$ cat config.mk
export PLATFORM = sky130hd
export DESIGN_NAME = serial_cordic_rot
export DESIGN_NICKNAME = d
export VERILOG_FILES = /design/src/rtl/scr_pkg.sv /design/src/rtl/scr_ctrl.sv /design/src/rtl/scr_lane.sv /design/src/rtl/scr_tap.sv /design/src/rtl/scr_angle_rom.sv /design/src/rtl/serial_cordic_rot.sv
export SDC_FILE = /design/constraint.sdc
export NUM_CORES = 1
export LEC_CHECK = 0
export BUFFER_PORTS_ARGS = -buffer_cell sky130_fd_sc_hd__buf_4
export CAP_MARGIN = 20
export CORE_ASPECT_RATIO = 0.7
export CORE_MARGIN = 4
export CORE_UTILIZATION = 40
export CTS_BUF_LIST = sky130_fd_sc_hd__clkbuf_4 sky130_fd_sc_hd__clkbuf_8
export DETAILED_ROUTE_END_ITERATION = 8
export PLACE_DENSITY = 0.67
export SETUP_SLACK_MARGIN = 0.02
export SYNTH_ARGS = -nofsm -noshare
export SYNTH_HDL_FRONTEND = slang
export SYNTH_HIERARCHICAL = 1
export SYNTH_SLANG_ARGS = --single-unit
$ cat constraint.sdc
create_clock -name clk -period 5.1 [get_ports clk]
set_input_delay 0.51 -clock clk [delete_from_list [all_inputs] [get_ports clk]]
set_output_delay 0.51 -clock clk [all_outputs]
set_load 0.02 [all_outputs]
$ cat src/rtl/scr_pkg.sv
`timescale 1ns/1ps
package scr_pkg;

  // Elementary angles atan(2^-i) in radians, 13 fractional bits (16-bit word).
  function automatic logic [15:0] base_angle(input int idx);
    case (idx)
      0:  base_angle = 16'd6434;
      1:  base_angle = 16'd3798;
      2:  base_angle = 16'd2007;
      3:  base_angle = 16'd1019;
      4:  base_angle = 16'd511;
      5:  base_angle = 16'd256;
      6:  base_angle = 16'd128;
      7:  base_angle = 16'd64;
      8:  base_angle = 16'd32;
      9:  base_angle = 16'd16;
      10: base_angle = 16'd8;
      11: base_angle = 16'd4;
      12: base_angle = 16'd2;
      13: base_angle = 16'd1;
      default: base_angle = 16'd0;
    endcase
  endfunction

endpackage

$ cat src/rtl/scr_ctrl.sv
`timescale 1ns/1ps
module scr_ctrl #(
  parameter int WORD = 16,
  parameter int ITER = 14,
  localparam int KW = $clog2(WORD),
  localparam int IW = (ITER > 1) ? $clog2(ITER) : 1
) (
  input  logic          clk,
  input  logic          rst,
  input  logic          start,
  output logic          load,
  output logic          run,
  output logic          first_bit,
  output logic          last_step,
  output logic [KW-1:0] bit_idx,
  output logic [IW-1:0] iter_idx
);

  localparam logic [KW-1:0] BIT_LAST  = KW'(WORD - 1);
  localparam logic [IW-1:0] ITER_LAST = IW'(ITER - 1);

  logic          run_q;
  logic [KW-1:0] k_q;
  logic [IW-1:0] it_q;

  assign load      = start && !run_q;
  assign run       = run_q;
  assign first_bit = run_q && (k_q == '0);
  assign last_step = run_q && (k_q == BIT_LAST) && (it_q == ITER_LAST);
  assign bit_idx   = k_q;
  assign iter_idx  = it_q;

  always_ff @(posedge clk) begin
    if (rst) begin
      run_q <= 1'b0;
      k_q   <= '0;
      it_q  <= '0;
    end else if (load) begin
      run_q <= 1'b1;
      k_q   <= '0;
      it_q  <= '0;
    end else if (run_q) begin
      if (k_q == BIT_LAST) begin
        k_q <= '0;
        if (it_q == ITER_LAST) begin
          run_q <= 1'b0;
          it_q  <= '0;
        end else begin
          it_q <= it_q + 1'b1;
        end
      end else begin
        k_q <= k_q + 1'b1;
      end
    end
  end

endmodule

$ cat src/rtl/scr_lane.sv
`timescale 1ns/1ps
// One serial branch: circulating word register, full adder, carry flop,
// and a held copy of the word's sign bit for the shifted tap.
module scr_lane #(
  parameter int WORD = 16
) (
  input  logic            clk,
  input  logic            rst,
  input  logic            load,
  input  logic            run,
  input  logic            first_bit,
  input  logic [WORD-1:0] load_word,
  input  logic            b_bit,
  input  logic            sub,
  output logic [WORD-1:0] word,
  output logic            sign_hold,
  output logic [WORD-1:0] next_word
);

  logic carry_q;
  logic c_in, b_eff, sum_bit, c_out;

  always_comb begin
    b_eff     = b_bit ^ sub;
    c_in      = first_bit ? sub : carry_q;
    sum_bit   = word[0] ^ b_eff ^ c_in;
    c_out     = (word[0] & b_eff) | (word[0] & c_in) | (b_eff & c_in);
    next_word = {sum_bit, word[WORD-1:1]};
  end

  always_ff @(posedge clk) begin
    if (rst) begin
      word      <= '0;
      carry_q   <= 1'b0;
      sign_hold <= 1'b0;
    end else if (load) begin
      word    <= load_word;
      carry_q <= 1'b0;
    end else if (run) begin
      word    <= next_word;
      carry_q <= c_out;
      if (first_bit) sign_hold <= word[WORD-1];
    end
  end

endmodule

$ cat src/rtl/scr_tap.sv
`timescale 1ns/1ps
// Picks bit (bit_idx + shift) of the word being consumed; past the MSB the
// held sign bit is repeated.
module scr_tap #(
  parameter int WORD = 16,
  parameter int ITER = 14,
  localparam int KW = $clog2(WORD),
  localparam int IW = (ITER > 1) ? $clog2(ITER) : 1
) (
  input  logic [WORD-1:0] word,
  input  logic            sign_hold,
  input  logic [KW-1:0]   bit_idx,
  input  logic [IW-1:0]   shift_amt,
  output logic            tap_bit
);

  always_comb begin
    if ((int'(bit_idx) + int'(shift_amt)) < WORD)
      tap_bit = word[int'(shift_amt)];
    else
      tap_bit = sign_hold;
  end

endmodule

$ cat src/rtl/scr_angle_rom.sv
`timescale 1ns/1ps
module scr_angle_rom #(
  parameter int WORD = 16,
  parameter int ITER = 14,
  localparam int KW = $clog2(WORD),
  localparam int IW = (ITER > 1) ? $clog2(ITER) : 1
) (
  input  logic [IW-1:0] iter_idx,
  input  logic [KW-1:0] bit_idx,
  output logic          ang_bit
);
  import scr_pkg::*;

  logic [WORD-1:0] table_q [ITER];

  for (genvar g = 0; g < ITER; g++) begin : g_tab
    assign table_q[g] = WORD'(base_angle(g)) << (WORD - 16);
  end

  assign ang_bit = table_q[iter_idx][bit_idx];

endmodule

$ cat src/rtl/serial_cordic_rot.sv
`timescale 1ns/1ps
module serial_cordic_rot #(
  parameter int WORD = 16,
  parameter int ITER = 14,
  localparam int KW = $clog2(WORD),
  localparam int IW = (ITER > 1) ? $clog2(ITER) : 1
) (
  input  logic            clk,
  input  logic            rst,
  input  logic            start,
  input  logic [WORD-1:0] x_in,
  input  logic [WORD-1:0] y_in,
  input  logic [WORD-1:0] z_in,
  output logic            busy,
  output logic            done,
  output logic [WORD-1:0] x_out,
  output logic [WORD-1:0] y_out,
  output logic [WORD-1:0] z_out
);

  logic          load, run, first_bit, last_step;
  logic [KW-1:0] bit_idx;
  logic [IW-1:0] iter_idx;

  logic [WORD-1:0] x_w, y_w, z_w, x_nx, y_nx, z_nx;
  logic            x_sg, y_sg, z_sg;
  logic            x_tap, y_tap, ang_bit, neg;

  scr_ctrl #(.WORD(WORD), .ITER(ITER)) ctrl_i (
    .clk(clk), .rst(rst), .start(start), .load(load), .run(run),
    .first_bit(first_bit), .last_step(last_step),
    .bit_idx(bit_idx), .iter_idx(iter_idx)
  );

  // Direction: sign of z at the word boundary, then held for the word.
  assign neg = first_bit ? z_w[WORD-1] : z_sg;

  scr_tap #(.WORD(WORD), .ITER(ITER)) tap_x_i (
    .word(x_w), .sign_hold(x_sg), .bit_idx(bit_idx),
    .shift_amt(iter_idx), .tap_bit(x_tap)
  );

  scr_tap #(.WORD(WORD), .ITER(ITER)) tap_y_i (
    .word(y_w), .sign_hold(y_sg), .bit_idx(bit_idx),
    .shift_amt(iter_idx), .tap_bit(y_tap)
  );

  scr_angle_rom #(.WORD(WORD), .ITER(ITER)) rom_i (
    .iter_idx(iter_idx), .bit_idx(bit_idx), .ang_bit(ang_bit)
  );

  scr_lane #(.WORD(WORD)) lane_x_i (
    .clk(clk), .rst(rst), .load(load), .run(run), .first_bit(first_bit),
    .load_word(x_in), .b_bit(y_tap), .sub(~neg),
    .word(x_w), .sign_hold(x_sg), .next_word(x_nx)
  );

  scr_lane #(.WORD(WORD)) lane_y_i (
    .clk(clk), .rst(rst), .load(load), .run(run), .first_bit(first_bit),
    .load_word(y_in), .b_bit(x_tap), .sub(neg),
    .word(y_w), .sign_hold(y_sg), .next_word(y_nx)
  );

  scr_lane #(.WORD(WORD)) lane_z_i (
    .clk(clk), .rst(rst), .load(load), .run(run), .first_bit(first_bit),
    .load_word(z_in), .b_bit(ang_bit), .sub(~neg),
    .word(z_w), .sign_hold(z_sg), .next_word(z_nx)
  );

  assign busy = run;

  always_ff @(posedge clk) begin
    if (rst) begin
      done  <= 1'b0;
      x_out <= '0;
      y_out <= '0;
      z_out <= '0;
    end else begin
      done <= last_step;
      if (last_step) begin
        x_out <= x_nx;
        y_out <= y_nx;
        z_out <= z_nx;
      end
    end
  end

endmodule

==> flow_summary.json <==
{
  "gp_routability_congestion": 0.769,
  "insertion_delay_ps": 380,
  "avgSynthCellArea_um2": 10.1,
  "diodes": 0,
  "clockBufferDepth": 2,
  "io_buffers": 100,
  "drc": 0,
  "finalCritPeriodShare": 0.750,
  "cts_tree": "done",
  "grt_antenna_before_repair": 0,
  "avgRoutedWirePerCell_um": 15.4,
  "cts_buffers": 9,
  "syn_to_final_growth_pct": 12.0,
  "cts.sinks": 112,
  "finalMaxSlewViolations": 0,
  "grt_pass1_vias": 4316,
  "layout-drive-gt1-share": 0.247,
  "cp-end-kind": "flop",
  "syn-num-nets": 665,
  "dp.cells": 824,
  "ff_latch_area_mm2": 0.00225,
  "gr-total-overflow": 0,
  "max_freq_mhz": 262,
  "start_util": 0.409,
  "rows": 37,
  "dieArea_mm2": 0.0171,
  "path_class": "flop to flop",
  "io_pins": 101,
  "utilization": 0.458,
  "design_area_mm2": 0.00675,
  "grt_max_degree": 72,
  "fin_nets": 708,
  "rsz0062_at_grt": "no",
  "status": "completed",
  "place_area_mm2": 0.00654,
  "hold_class": "input pin to flop",
  "setup_tns_ps": 0,
  "worst_slew_pin_slew_ps": 1030,
  "crit_required_ps": 5390,
  "hpwl_um": 8830,
  "groute.usage.overall": 0.150,
  "nFillCells": 1420,
  "ant_nets": 0,
  "finalHoldViolations": 0,
  "vias": 4324,
  "power_density_mw_per_mm2": 257,
  "drt-total-wl_um": 12900,
  "critPathMaxFanout": 23,
  "cap_violations": 0,
  "clk_pin_slew_worst_paths_ps": 110,
  "first_iter_violations": 232,
  "routed_via_density": 5.15,
  "hold_buffers": 0,
  "cts-root-buf": "clkbuf_8",
  "instances_no_fill": 840,
  "die-height_um": 111,
  "coreArea_mm2": 0.0147,
  "postSynthCellCount": 597,
  "ir_drop_v": 0.000144,
  "multi_input_comb_area_mm2": 0.00317,
  "setup_viol": 0,
  "grt_pass1_wl_um": 21700,
  "finClkSkew_ps": 13.5,
  "power_leakage_nw": 2.56,
  "cts.repair.resized": 0,
  "drt_pass1_iterations": 5,
  "netlist_area_mm2": 0.00602,
  "yosysWarnings": 6,
  "postCtsSetupRepairBufs": 0,
  "arrival_ps": 4110,
  "relSlewSlack": 0.315,
  "fp.dieW_um": 155,
  "ctsHtreeMaxLevel": 3,
  "period_needed_ps": 3820,
  "critPathLaunchType": "flop"
}
## registers in the layout, summed over array words and instances, names as in the netlist, 4 cells and up
register,cells
lane_x_i/word,16
lane_y_i/word,16
lane_z_i/word,16
x_out,16
y_out,16
z_out,16
ctrl_i/bit_idx,4
ctrl_i/iter_idx,4
## final cells by class
| type | count | share of cell area |
|---|---|---|
| multi-input combinational | 394 | 0.469 |
| sequential | 112 | 0.333 |
| timing repair buffer | 106 | 0.121 |
| tap | 195 | 0.0362 |
| clock buffer | 11 | 0.0215 |
| clock inverter | 5 | 0.00964 |
| inverter | 17 | 0.00946 |
## metal layers
layer	up-vias	GRT usage	share of wire
li1	2154	-	-
met1	2090	0.215	0.49
met2	71	0.229	0.46
met3	9	0.0402	0.043
met4	0	0.0276	0.0080
met5	-	0	0
## cell usage in the layout (no fill, tap or decap), drive strengths merged, types with 2 or more instances in the layout
master,instances
clkbuf,11
buf,106
mux4,8
clkinvlp,2
nor4,2
a21oi,7
ha,14
nand3,5
dfxtp,112
o41ai,3
mux2i,105
a2111oi,7
inv,18
and2,3
nor2,69
nand2,7
nor3b,3
nor2b,50
xnor2,5
o21ai,4
a211oi,52
o31ai,4
fa,3
nand2b,16
nand3b,6
nand4b,2
nor3,6
## path summary, 6_finish.rpt
| path | from | end | slack, ps | cells after the start |
|---|---|---|---|---|
| min reg2reg | lane_z_i/sign_hold | lane_z_i/sign_hold | 490 | 2 |
| max | ctrl_i/iter_idx[1] | lane_z_i/word[15] | 1280 | 11 |
| max reg2reg | ctrl_i/iter_idx[1] | lane_z_i/word[15] | 1280 | 11 |
| min | y_in[15] | lane_y_i/word[15] | 370 | 3 |
## report_power, final
group | total, mW | leakage (nW) | internal [mW] | switching (mW)
Sequential | 0.952 | 0.914 | 0.912 | 0.0408
Combinational | 0.216 | 1.55 | 0.110 | 0.106
Clock | 0.564 | 0.101 | 0.251 | 0.313
Total | 1.73 | 2.56 | 1.27 | 0.460
## per-stage QoR
stage          power [mW]  hold WS, ps  setup slack [ps]
2_1_floorplan        1.16          451              1600
3_3_place_gp         1.18          462              1470
3_5_place_dp         1.19          482              1300
4_1_cts              1.76          347              1290
5_1_grt              1.81          365              1030
6_report             1.73          368              1280
## critical path, stage by stage (launching register included)
cell	delay (ps)
dfxtp_1	880
inv_1	250
ha_1	390
nand2b_1	110
nand2_1	50
mux4_2	470
a2111oi_2	380
a311oi_1	110
xnor2_1	240
fa_1	460
and2_2	210
o41ai_2	190
No activity file was read; power rests on OpenSTA's default activity.
